### config.mk
export PLATFORM = sky130hd
export DESIGN_NAME = dual_tally_counter
export DESIGN_NICKNAME = d
export VERILOG_FILES = /design/src/rtl/tally_pkg.sv /design/src/rtl/tally_edge.sv /design/src/rtl/tally_core.sv /design/src/rtl/dual_tally_counter.sv
export SDC_FILE = /design/constraint.sdc
export NUM_CORES = 1
export LEC_CHECK = 0
export ABC_AREA = 1
export BUFFER_PORTS_ARGS = -buffer_cell sky130_fd_sc_hd__buf_4
export CORE_MARGIN = 3
export CORE_UTILIZATION = 45
export DETAILED_ROUTE_END_ITERATION = 16
export PLACE_DENSITY = 0.71
export SYNTH_ARGS = -nofsm -noshare
export SYNTH_HDL_FRONTEND = slang
export SYNTH_SLANG_ARGS = --single-unit
### constraint.sdc
create_clock -name clk -period 1.3 [get_ports clk]
set_input_delay 0.065 -clock clk [delete_from_list [all_inputs] [get_ports clk]]
set_output_delay 0.065 -clock clk [all_outputs]
set_load 0.01 [all_outputs]
### src/rtl/tally_pkg.sv
package tally_pkg;

    typedef enum logic {
        MODE_BINARY = 1'b0,
        MODE_DECADE = 1'b1
    } tally_mode_e;

    // Two-flop synchronizer plus previous-sample register for both input lines
    typedef struct packed {
        logic [1:0] pulse_pipe;
        logic [1:0] gate_pipe;
        logic       pulse_prev;
        logic       gate_prev;
    } edge_state_t;

    function automatic int unsigned tally_last(input tally_mode_e mode, input int unsigned width);
        if (mode == MODE_DECADE) begin
            return 9;
        end
        return (1 << width) - 1;
    endfunction

endpackage

### src/rtl/tally_edge.sv
module tally_edge
    import tally_pkg::*;
(
    input  logic clk,
    input  logic rst_n,
    input  logic pulse_raw,
    input  logic gate_raw,
    output logic step
);

    edge_state_t st_d, st_q;
    logic        pulse_now, gate_now;
    logic        pulse_rise, gate_fall;

    always_comb begin
        st_d            = st_q;
        st_d.pulse_pipe = {st_q.pulse_pipe[0], pulse_raw};
        st_d.gate_pipe  = {st_q.gate_pipe[0], gate_raw};
        st_d.pulse_prev = st_q.pulse_pipe[1];
        st_d.gate_prev  = st_q.gate_pipe[1];

        pulse_now  = st_q.pulse_pipe[1];
        gate_now   = st_q.gate_pipe[1];
        pulse_rise = pulse_now & ~st_q.pulse_prev & gate_now;
        gate_fall  = ~gate_now & st_q.gate_prev & ~pulse_now;
        // Both conditions merge into a single event, so one cycle yields at most one step
        step       = pulse_rise | gate_fall;
    end

    always_ff @(posedge clk or negedge rst_n) begin
        if (!rst_n) begin
            st_q <= '0;
        end else begin
            st_q <= st_d;
        end
    end

endmodule

### src/rtl/tally_core.sv
module tally_core
    import tally_pkg::*;
#(
    parameter int unsigned WIDTH = 4,
    parameter tally_mode_e MODE  = MODE_DECADE
) (
    input  logic             clk,
    input  logic             rst_n,
    input  logic             clr,
    input  logic             step,
    output logic [WIDTH-1:0] value
);

    localparam logic [WIDTH-1:0] LAST = WIDTH'(tally_last(MODE, WIDTH));
    localparam logic [WIDTH-1:0] ONE  = WIDTH'(1);

    typedef struct packed {
        logic [WIDTH-1:0] count;
    } core_state_t;

    core_state_t st_d, st_q;

    always_comb begin
        st_d = st_q;
        if (clr) begin
            st_d.count = '0;
        end else if (step) begin
            if (st_q.count == LAST) begin
                st_d.count = '0;
            end else begin
                st_d.count = st_q.count + ONE;
            end
        end
    end

    always_ff @(posedge clk or negedge rst_n) begin
        if (!rst_n) begin
            st_q <= '0;
        end else begin
            st_q <= st_d;
        end
    end

    assign value = st_q.count;

endmodule

### src/rtl/dual_tally_counter.sv
module dual_tally_counter
    import tally_pkg::*;
#(
    parameter int unsigned WIDTH = 4,
    parameter tally_mode_e MODE  = MODE_DECADE
) (
    input  logic             clk,
    input  logic             rst_n,
    input  logic             pulse_a,
    input  logic             gate_a,
    input  logic             clr_a,
    output logic [WIDTH-1:0] cnt_a,
    input  logic             pulse_b,
    input  logic             gate_b,
    input  logic             clr_b,
    output logic [WIDTH-1:0] cnt_b
);

    localparam int unsigned CHANNELS = 2;

    logic [CHANNELS-1:0]            pulse_vec;
    logic [CHANNELS-1:0]            gate_vec;
    logic [CHANNELS-1:0]            clr_vec;
    logic [CHANNELS-1:0]            step_vec;
    logic [CHANNELS-1:0][WIDTH-1:0] cnt_vec;

    assign pulse_vec = {pulse_b, pulse_a};
    assign gate_vec  = {gate_b, gate_a};
    assign clr_vec   = {clr_b, clr_a};

    for (genvar ch = 0; ch < CHANNELS; ch++) begin : g_chan
        tally_edge u_edge (
            .clk       (clk),
            .rst_n     (rst_n),
            .pulse_raw (pulse_vec[ch]),
            .gate_raw  (gate_vec[ch]),
            .step      (step_vec[ch])
        );

        tally_core #(
            .WIDTH (WIDTH),
            .MODE  (MODE)
        ) u_core (
            .clk   (clk),
            .rst_n (rst_n),
            .clr   (clr_vec[ch]),
            .step  (step_vec[ch]),
            .value (cnt_vec[ch])
        );
    end

    assign cnt_a = cnt_vec[0];
    assign cnt_b = cnt_vec[1];

endmodule

## Yosys cells after proc, flatten, opt, wreduce, memory -nomap -nowiden

Index checks and enable logic that the tools add are counted.

| cells by class | value |
|---|---|
| mux-type cells | 6 |
| add/subtract/negate cells | 2 |
| bitwise gates (word level) | 16 |
| reduce and logical (&&, ||, !) cells | 2 |
| equal/unequal tests | 2 |

Operators with widths:

| kind | count |
|---|---|
| 2-to-1 mux 4 bit | 6 |
| adder 4 x 1 -> 4 bit (second input constant) | 2 |
| AND 1 bit | 8 |
| == test 4 bit (second input constant) | 2 |
| NOT 1 bit | 6 |
| nonzero test 2 bit | 2 |
| bitwise OR 1 bit | 2 |

| storage, ports and cells | value |
|---|---|
| output and inout port bits | 8 |
| bits of input ports | 8 |
| bits in registers | 20 |
| word-level logic and storage cells | 38 |

## Logic depth before layout (Yosys ltp)

Gate-level depths: netlist (run 1).

| logic depth | value |
|---|---|
| depth in word-level cells | 6 |
| mapped depth | 7 |
| depth with buffers taken out | 7 |

## By module

Synthesis (run 1) repeated with hierarchy kept, for this count alone.

| second synthesis, totals | value |
|---|---|
| cells, all modules | 100 |
| area total of the unflattened synthesis | 865.8 um^2 |

Modules (own cells, without submodules):

| module | sequential area each (um^2) | area each (um^2) | cells an instance | times used |
|---|---|---|---|---|
| tally_core | 100.1 | 257.7 | 38 | 2 |
| tally_edge | 150.1 | 175.2 | 12 | 2 |

## Worst setup path after synthesis (run 1)

Ideal clock, no wire load.

| path | value |
|---|---|
| path kind | flip-flop to flip-flop |
| from | register g_chan[1].u_core.st_q (netlist bit g_chan[1].u_core.value[1]) |
| to | register g_chan[1].u_core.st_q (netlist bit g_chan[1].u_core.value[3]) |
| slack | 0.203 ns |
| library setup time | 0.117 ns |
| cell stages (with the launch flop) | 8 |
| required time | 1.183 ns |
| period minus slack after synthesis | 1.097 ns |
| buffers on the path | 0 |
| data arrival time | 0.979 ns |
| cells stage by stage | dfrtp_1 inv_1 ha_1 nand3_2 nand2_2 clkinv_1 nand3_1 nand2_1 |

| between the ends | value |
|---|---|
| word-level cells in the longest chain between the ends | 4 |
| elaborated cells between the ends (all ways) | 5 |
| those cells by class | add/sub (1); eq/ne (1); mux (3) |

RTL lines:

| item | line | source |
|---|---|---|
| from (decl) | tally_core.sv:21 | `core_state_t st_d, st_q;` |
| from (signal assigned) | tally_core.sv:40 | `st_q <= st_d;` |
| adder 4 x 1 -> 4 bit / == test 4 bit (equally long branches) | tally_core.sv:31, tally_core.sv:28 |  |
| 2-to-1 mux 4 bit * | tally_core.sv:28 | `if (st_q.count == LAST) begin` |
| 2-to-1 mux 4 bit * | tally_core.sv:27 | `end else if (step) begin` |
| 2-to-1 mux 4 bit * | tally_core.sv:25 | `if (clr) begin` |

Every way passes the cells marked *; elsewhere a longest branch is shown, timed or not. The select of a mux whose other input is x is not followed.
A chain may end at the register's enable or synchronous reset.

## Worst setup path after layout (run 1)

| path | value |
|---|---|
| from | register g_chan[0].u_core.st_q (netlist bit g_chan[0].u_core.value[0]) |
| to | register g_chan[0].u_core.st_q (netlist bit g_chan[0].u_core.value[2]) |

| between the ends | value |
|---|---|
| word-level cells in the longest chain between the ends | 4 |
| elaborated cells between the ends (all ways) | 5 |
| those cells by class | add/sub (1); eq/ne (1); mux (3) |

RTL lines:

| item | line |
|---|---|
| from (decl) | tally_core.sv:21 |
| from (signal assigned) | tally_core.sv:40 |
| adder 4 x 1 -> 4 bit / == test 4 bit (equally long branches) | tally_core.sv:31, tally_core.sv:28 |
| 2-to-1 mux 4 bit * | tally_core.sv:28 |
| 2-to-1 mux 4 bit * | tally_core.sv:27 |
| 2-to-1 mux 4 bit * | tally_core.sv:25 |

Marks and branches as above.

==> impl_metrics.py, run 1 <==
metrics = {
    "floorplanning": {
        "die_h_um": 49.4,
        "io_pins": 16,
        "dieArea_um2": 2440,
        "rows": 15,
        "core_um2": 1750,
        "fp.dieW_um": 49.4,
        "start_util_pct": 48.5,
    },
    "cts": {
        "numClockSinks": 20,
        "cts_buffers": 3,
        "cts-root-buf": "clkbuf_4",
        "clk_path_buf_depth": 2,
        "cts_resized": 0,
        "clk_pin_slew_ns": 0.11,
        "h-tree-depth": 1,
        "clock_latency_ns": 0.29,
        "cts_tree": "done",
    },
    "timing": {
        "hold_ws_ns": 0.0572,
        "max_slew_margin_pct": 84.2,
        "setup_tns_ns": 0,
        "worst_slew_pin_slew_ns": 0.237,
        "post-route-min-period_ns": 1.17,
        "finalMaxSlewViolations": 0,
        "rsz0062_at_grt": "false",
        "hold_viol_final": 0,
        "setup_viol": 0,
        "fin_crit_sh_pct": 90.0,
        "clock_skew_ns": 0.00429,
        "fmax_mhz": 855,
    },
    "worst_setup_path": {
        "start_kind": "register",
        "r2r_end": "g_chan[0].u_core.value[2]",
        "ff2ff_setup_slack_ns": 0.13,
        "end_kind": "register",
        "reg2regPathDepth": 6,
        "timing.rr.start": "g_chan[0].u_core.value[0]",
        "path_cells": "ha_1 -> nand2_1 -> nor2_2 -> nor2_1 -> nand3_1 -> nand2_1",
        "path_class": "register to register",
        "cp.arrival_ns": 1.40,
        "cpPeakStageDelay_ns": 0.46,
        "cp_top_family": "flip-flops",
        "crit_top_cell": "nand2_1",
        "critPathMaxFanout": 7,
        "cp_slowest_cell": "dfrtp_1",
        "crit_required_ns": 1.53,
        "worst-path-buf-inv": 0,
    },
    "worst_hold_path": {
        "whs_path_depth": 4,
        "hp-start": "clr_a",
        "holdCritPathClass": "primary input to register",
        "whs_endpoint": "g_chan[0].u_core.value[3]",
    },
    "final_layout": {
        "drive_gt1_share_pct": 23.6,
        "antennaDiodeCount": 0,
        "syn_to_final_growth_pct": 29.1,
        "utilization_pct": 62.6,
        "num-nets-final": 123,
        "final_area_um2": 1090,
        "fillers": 148,
        "fin_cells": 135,
    },
    "global_route": {
        "grt_usage_pct": 11.9,
        "grt_pass1_wl_um": 2240,
        "overflow": 0,
        "antenna_found_initial": 0,
        "grt_max_degree": 21,
        "grt_pass1_vias": 550,
    },
    "pwr": {
        "vdd_drop_max_mv": 1.12,
        "power.leakage_nw": 0.577,
        "power_density_nw_per_um2": 1230,
    },
    "detailed_routing": {
        "wl_met2_um": 601,
        "dr.pass1.iters": 3,
        "via_per_inst": 4.59,
        "first_iter_violations": 5,
        "top_layer": "met4",
        "wl_um": 1280,
        "vias": 619,
        "drc": 0,
        "wl_per_cell_um": 9.44,
        "m1WireLength_um": 613,
        "ant_nets": 0,
        "route.met3.wl_um": 51,
    },
    "synthesis": {
        "avgSynthCellArea_um2": 9.84,
        "synth_fp_nets": 98,
        "synth_seq_area_share_pct": 59.2,
        "syn-cell-area_um2": 846,
        "ys_warn_count": 0,
        "synth.distinct_cells": 14,
        "netlist_instances": 86,
        "synth-seq-cells": 20,
    },
    "flow_run": {
        "maxCapViolCount": 0,
    },
    "place": {
        "portBuffers": 15,
        "dpl.hpwl_um": 963,
        "placedCellCount": 126,
        "gp_routability_congestion": 0.870,
        "placed_area_um2": 990,
    },
    "outcome": {
        "status": "completed",
    },
}
placed cells by master, fill, tap and decap left out, types with 2 or more instances in the layout:
cell | Yosys | layout
xor2_1 | 2 | 2
nand4_1 | 6 | 6
nand2_1 | 20 | 20
buf_4 | 0 | 15
inv_2 | 2 | 2
dfrtp_1 | 20 | 20
ha_1 | 4 | 4
nand3_1 | 10 | 10
dlygate4sd3_1 | 0 | 5
inv_1 | 8 | 8
nor2_1 | 7 | 7
nand3_2 | 3 | 3
clkbuf_4 | 0 | 3
worst max path at each step:
stage | slack [ns] | depth (start not counted) | end | start
after floorplan | 0.20 | 7 | g_chan[1].u_core.value[3] | g_chan[1].u_core.value[1]
after global placement | 0.18 | 6 | g_chan[1].u_core.value[3] | g_chan[1].u_core.value[0]
after detailed placement | 0.16 | 6 | g_chan[1].u_core.value[3] | g_chan[1].u_core.value[0]
after CTS | 0.13 | 6 | g_chan[1].u_core.value[3] | g_chan[1].u_core.value[0]
after global routing | 0.006 | 7 | g_chan[0].u_core.value[3] | g_chan[0].u_core.value[1]
final | 0.13 | 6 | g_chan[0].u_core.value[2] | g_chan[0].u_core.value[0]
synth_stat cells:
cell      count  share of area [%]
xor2_1        2                2.1
nand4_1       6                4.4
dfrtp_1      20                 59
nor2_1        7                3.1
inv_2         2               0.89
clkinv_1      1               0.44
inv_1         8                3.6
ha_1          4                5.9
nand3_2       3                3.6
o21ai_1       1               0.59
nand3_1      10                5.9
nand2_2       1               0.74
nor2_2        1               0.74
nand2_1      20                8.9
worst min-delay path: stages:
cell	delay [ns]
buf_4	0.08
nor2_1	0.05
nand3_1	0.08
nand2_1	0.05
routing by layer:
metal | global-route usage (%) | up-vias
met2 | 20.3 | 11
met3 | 4.59 | 2
li1 | - | 327
met4 | 1.90 | 0
met1 | 14.4 | 279
met5 | 0 | -
through the flow:
| step | setup slack [ns] | power [mW] |
|---|---|---|
| finish | 0.130 | 1.34 |
| global route | 0.00579 | 1.41 |
| CTS | 0.131 | 1.36 |
| detailed placement | 0.155 | 0.856 |
| global placement | 0.181 | 0.851 |
| floorplan | 0.203 | 0.779 |
power breakdown:
| part | total, mW | internal [mW] | switching, mW | leakage, nW |
|---|---|---|---|---|
| Clock | 0.487 | 0.311 | 0.176 | 0.0279 |
| Sequential | 0.698 | 0.658 | 0.0395 | 0.249 |
| Combinational | 0.154 | 0.0768 | 0.0772 | 0.300 |
state kept, by name, indices dropped and copies added, names as in the netlist:
name / cells
g_chan.u_edge.st_d: 4
g_chan.u_edge.gate_now: 2
g_chan.u_edge.pulse_now: 2
g_chan.u_core.value: 8
g_chan.u_edge.st_q: 4
cell type report:
class | instances | area [µm²] | area share (%)
Sequential cell | 20 | 500 | 45.8
Clock inverter | 1 | 30.0 | 2.75
Timing Repair Buffer | 20 | 163 | 14.9
Inverter | 11 | 41.3 | 3.78
Tap cell | 25 | 31.3 | 2.86
Clock buffer | 3 | 22.5 | 2.06
Multi-Input combinational cell | 55 | 304 | 27.8
cell families (layout without fill, tap and decap cells):
group	count (synthesis)	after routing	synth area share, %
xor gates and xnor gates	2	2	2.07
AOI/OAI and AO/OA	1	1	0.591
DFF	20	20	59.2
and+or+nand+nor	48	48	27.4
buffers and inverters	11	35	4.88
adders and majority gates	4	4	5.92
timing repair:
item,in CTS,in global routing
setup buffers,0,0
hold buffers,5,0
hold endpoints to repair,24,0
Note: power is estimated with default switching activity, not from simulation.
==> run 2, diff against run 1 <==
SYNTH_HIERARCHICAL = 1   (was unset)
==> impl_metrics.py, run 2 <==
metrics = {
    "timing": {
        "setup_tns_ns": 0,
        "hold_ws_ns": 0.0343,
        "fmax_mhz": 889,
        "post-route-min-period_ns": 1.13,
        "setup_viol": 0,
        "fin_ws_ns": 0.175,
        "clock_skew_ns": 0.00705,
        "worst_slew_pin_slew_ns": 0.246,
        "fin_crit_sh_pct": 86.6,
        "hold_viol_final": 0,
        "rsz0062_at_grt": "false",
        "finalMaxSlewViolations": 0,
        "max_slew_margin_pct": 83.6,
    },
    "detailed_routing": {
        "ant_nets": 0,
        "vias": 662,
        "wl_per_cell_um": 9.29,
        "via_per_inst": 4.44,
        "drc": 0,
        "wl_um": 1380,
        "first_iter_violations": 9,
        "dr.pass1.iters": 4,
    },
    "cts": {
        "cts_tree": "done",
        "numClockSinks": 20,
        "clk_pin_slew_ns": 0.11,
        "cts_resized": 0,
        "cts_buffers": 3,
        "cts-root-buf": "clkbuf_4",
        "clock_latency_ns": 0.29,
        "h-tree-depth": 1,
        "clk_path_buf_depth": 2,
    },
    "global_route": {
        "antenna_found_initial": 0,
        "grt_max_degree": 21,
        "grt_pass1_wl_um": 2490,
        "grt_pass1_vias": 638,
        "grt_usage_pct": 13.0,
        "overflow": 0,
    },
    "place": {
        "dpl.hpwl_um": 1020,
        "placed_area_um2": 1010,
        "place_ws_ns": 0.194,
        "gp_routability_congestion": 0.771,
        "portBuffers": 15,
    },
    "floorplanning": {
        "dieArea_um2": 2490,
        "core_um2": 1760,
        "fp.dieW_um": 49.9,
        "start_util_pct": 49.1,
        "die_h_um": 49.9,
        "rows": 15,
        "io_pins": 16,
    },
    "worst_setup_path": {
        "crit_required_ns": 1.54,
        "r2r_end": "g_chan[0].u_core/value[3]",
        "reg2regPathDepth": 6,
        "cp_top_family": "flip-flops",
        "critPathMaxFanout": 7,
        "end_kind": "register",
        "crit_top_cell": "nand2_1",
        "cp.arrival_ns": 1.37,
        "worst-path-buf-inv": 0,
        "path_class": "register to register",
        "cpPeakStageDelay_ns": 0.47,
        "ff2ff_setup_slack_ns": 0.17,
        "timing.rr.start": "g_chan[0].u_core/value[0]",
        "path_cells": "ha_1 -> nand2_1 -> nor2_1 -> nor2_2 -> nand2_1 -> nand2_1",
        "start_kind": "register",
        "cp_slowest_cell": "dfrtp_1",
    },
    "synthesis": {
        "syn-cell-area_um2": 866,
        "synth-seq-cells": 20,
        "synth_common_cells": "nand2_1 (30), inv_1 (22), dfrtp_1 (20), nand3_1 (8), nor2_1 (6)",
        "synth_area_leaders": "dfrtp_1 (58%), nand2_1 (13%), inv_1 (9.5%)",
        "netlist_instances": 100,
        "post-synth-top-area-cell": "dfrtp_1",
        "yosysMostFrequentCell": "nand2_1",
        "avgSynthCellArea_um2": 8.66,
        "synth_fp_nets": 112,
        "synth_ff_type": "dfrtp_1",
        "ys_warn_count": 6,
        "synth.distinct_cells": 9,
        "synth-edff-count": 0,
        "synth_top_area_share_pct": 57.8,
        "synth_seq_area_share_pct": 57.8,
        "synthArstFlopShare_pct": 100,
    },
    "pwr": {
        "power.leakage_nw": 0.599,
        "total_power_mw": 1.13,
        "vdd_drop_max_mv": 0.771,
        "power_density_nw_per_um2": 1030,
    },
    "final_layout": {
        "final_area_um2": 1100,
        "drive_gt1_share_pct": 18.5,
        "layout_common_cells": "nand2_1 (30), inv_1 (22), dfrtp_1 (20)",
        "multi_input_area_um2": 283,
        "num-nets-final": 137,
        "final_common_cell": "nand2_1",
        "fillers": 165,
        "seqCellArea_um2": 500,
        "largest_register_ffs": 8,
        "antennaDiodeCount": 0,
        "syn_to_final_growth_pct": 26.6,
    },
    "flow_run": {
        "maxCapViolCount": 0,
    },
    "worst_hold_path": {
        "whs_endpoint": "g_chan[0].u_core/value[2]",
        "hp-start": "clr_a",
        "whs_path_depth": 4,
        "holdCritPathClass": "primary input to register",
    },
    "outcome": {
        "status": "completed",
    },
}
==> run 2: through the flow <==
step | instances | util [%]
floorplan | 100 | -
global placement | 140 | 57.2
detailed placement | 140 | 57.2
CTS | 149 | 62.1
global route | 149 | 62.1
finish | 149 | 62.1
==> run 2: cells by family after synthesis <==
group	synth area share [%]
compound gates	2.31
fa+ha+maj	5.78
buf+inv	9.54
flops	57.8
simple gates	24.6
==> run 2: timing repair <==
action / in CTS / in global routing
setup buffers: 0 / 0
hold buffers: 5 / 0
hold endpoints to repair: 24 / 0
==> run 2: final cells by class <==
cell class,instances,share of cell area (%)
repair buffers,20,14.8
flip-flops and latches,20,45.7
clock buffers,4,3.31
inverters,22,7.53
multi-input cells,58,25.8
well taps,25,2.85
==> run 2: how the worst max path moves through the flow <==
| stage | cells past startpoint | slack [ns] | endpoint | startpoint |
|---|---|---|---|---|
| after global routing | 6 | 0.07 | g_chan[1].u_core/value[0] | g_chan[1].u_core/value[0] |
| after detailed placement | 7 | 0.19 | g_chan[1].u_core/value[0] | g_chan[1].u_core/value[1] |
| final | 6 | 0.17 | g_chan[0].u_core/value[3] | g_chan[0].u_core/value[0] |
| after CTS | 6 | 0.17 | g_chan[0].u_core/value[3] | g_chan[0].u_core/value[0] |
| after floorplan | 7 | 0.23 | g_chan[0].u_core/value[3] | g_chan[0].u_core/value[1] |
| after global placement | 6 | 0.22 | g_chan[0].u_core/value[1] | g_chan[0].u_core/value[0] |
==> run 2: layer usage <==
metal  vias to the layer above  GRT usage [%]  routed length [µm]
li1                        345              -                   -
met1                       302           14.4                 617
met3                         2           2.11                  55
met4                         0           6.91                  15
met5                         -              0                   0
met2                        13           23.6                 696
==> run 2: worst reg2reg max path, stage by stage (launching register included) <==
cell and delay, ns:
dfrtp_1 0.47, ha_1 0.25, nand2_1 0.06, nor2_1 0.04
nor2_2 0.13, nand2_1 0.07, nand2_1 0.05
==> run 2: where the power goes <==
part / switching [mW] / total (mW) / leakage [nW] / internal [mW]
clock: 0.175 / 0.346 / 0.0210 / 0.171
combinational: 0.0570 / 0.110 / 0.328 / 0.0534
sequential: 0.0224 / 0.671 / 0.250 / 0.649
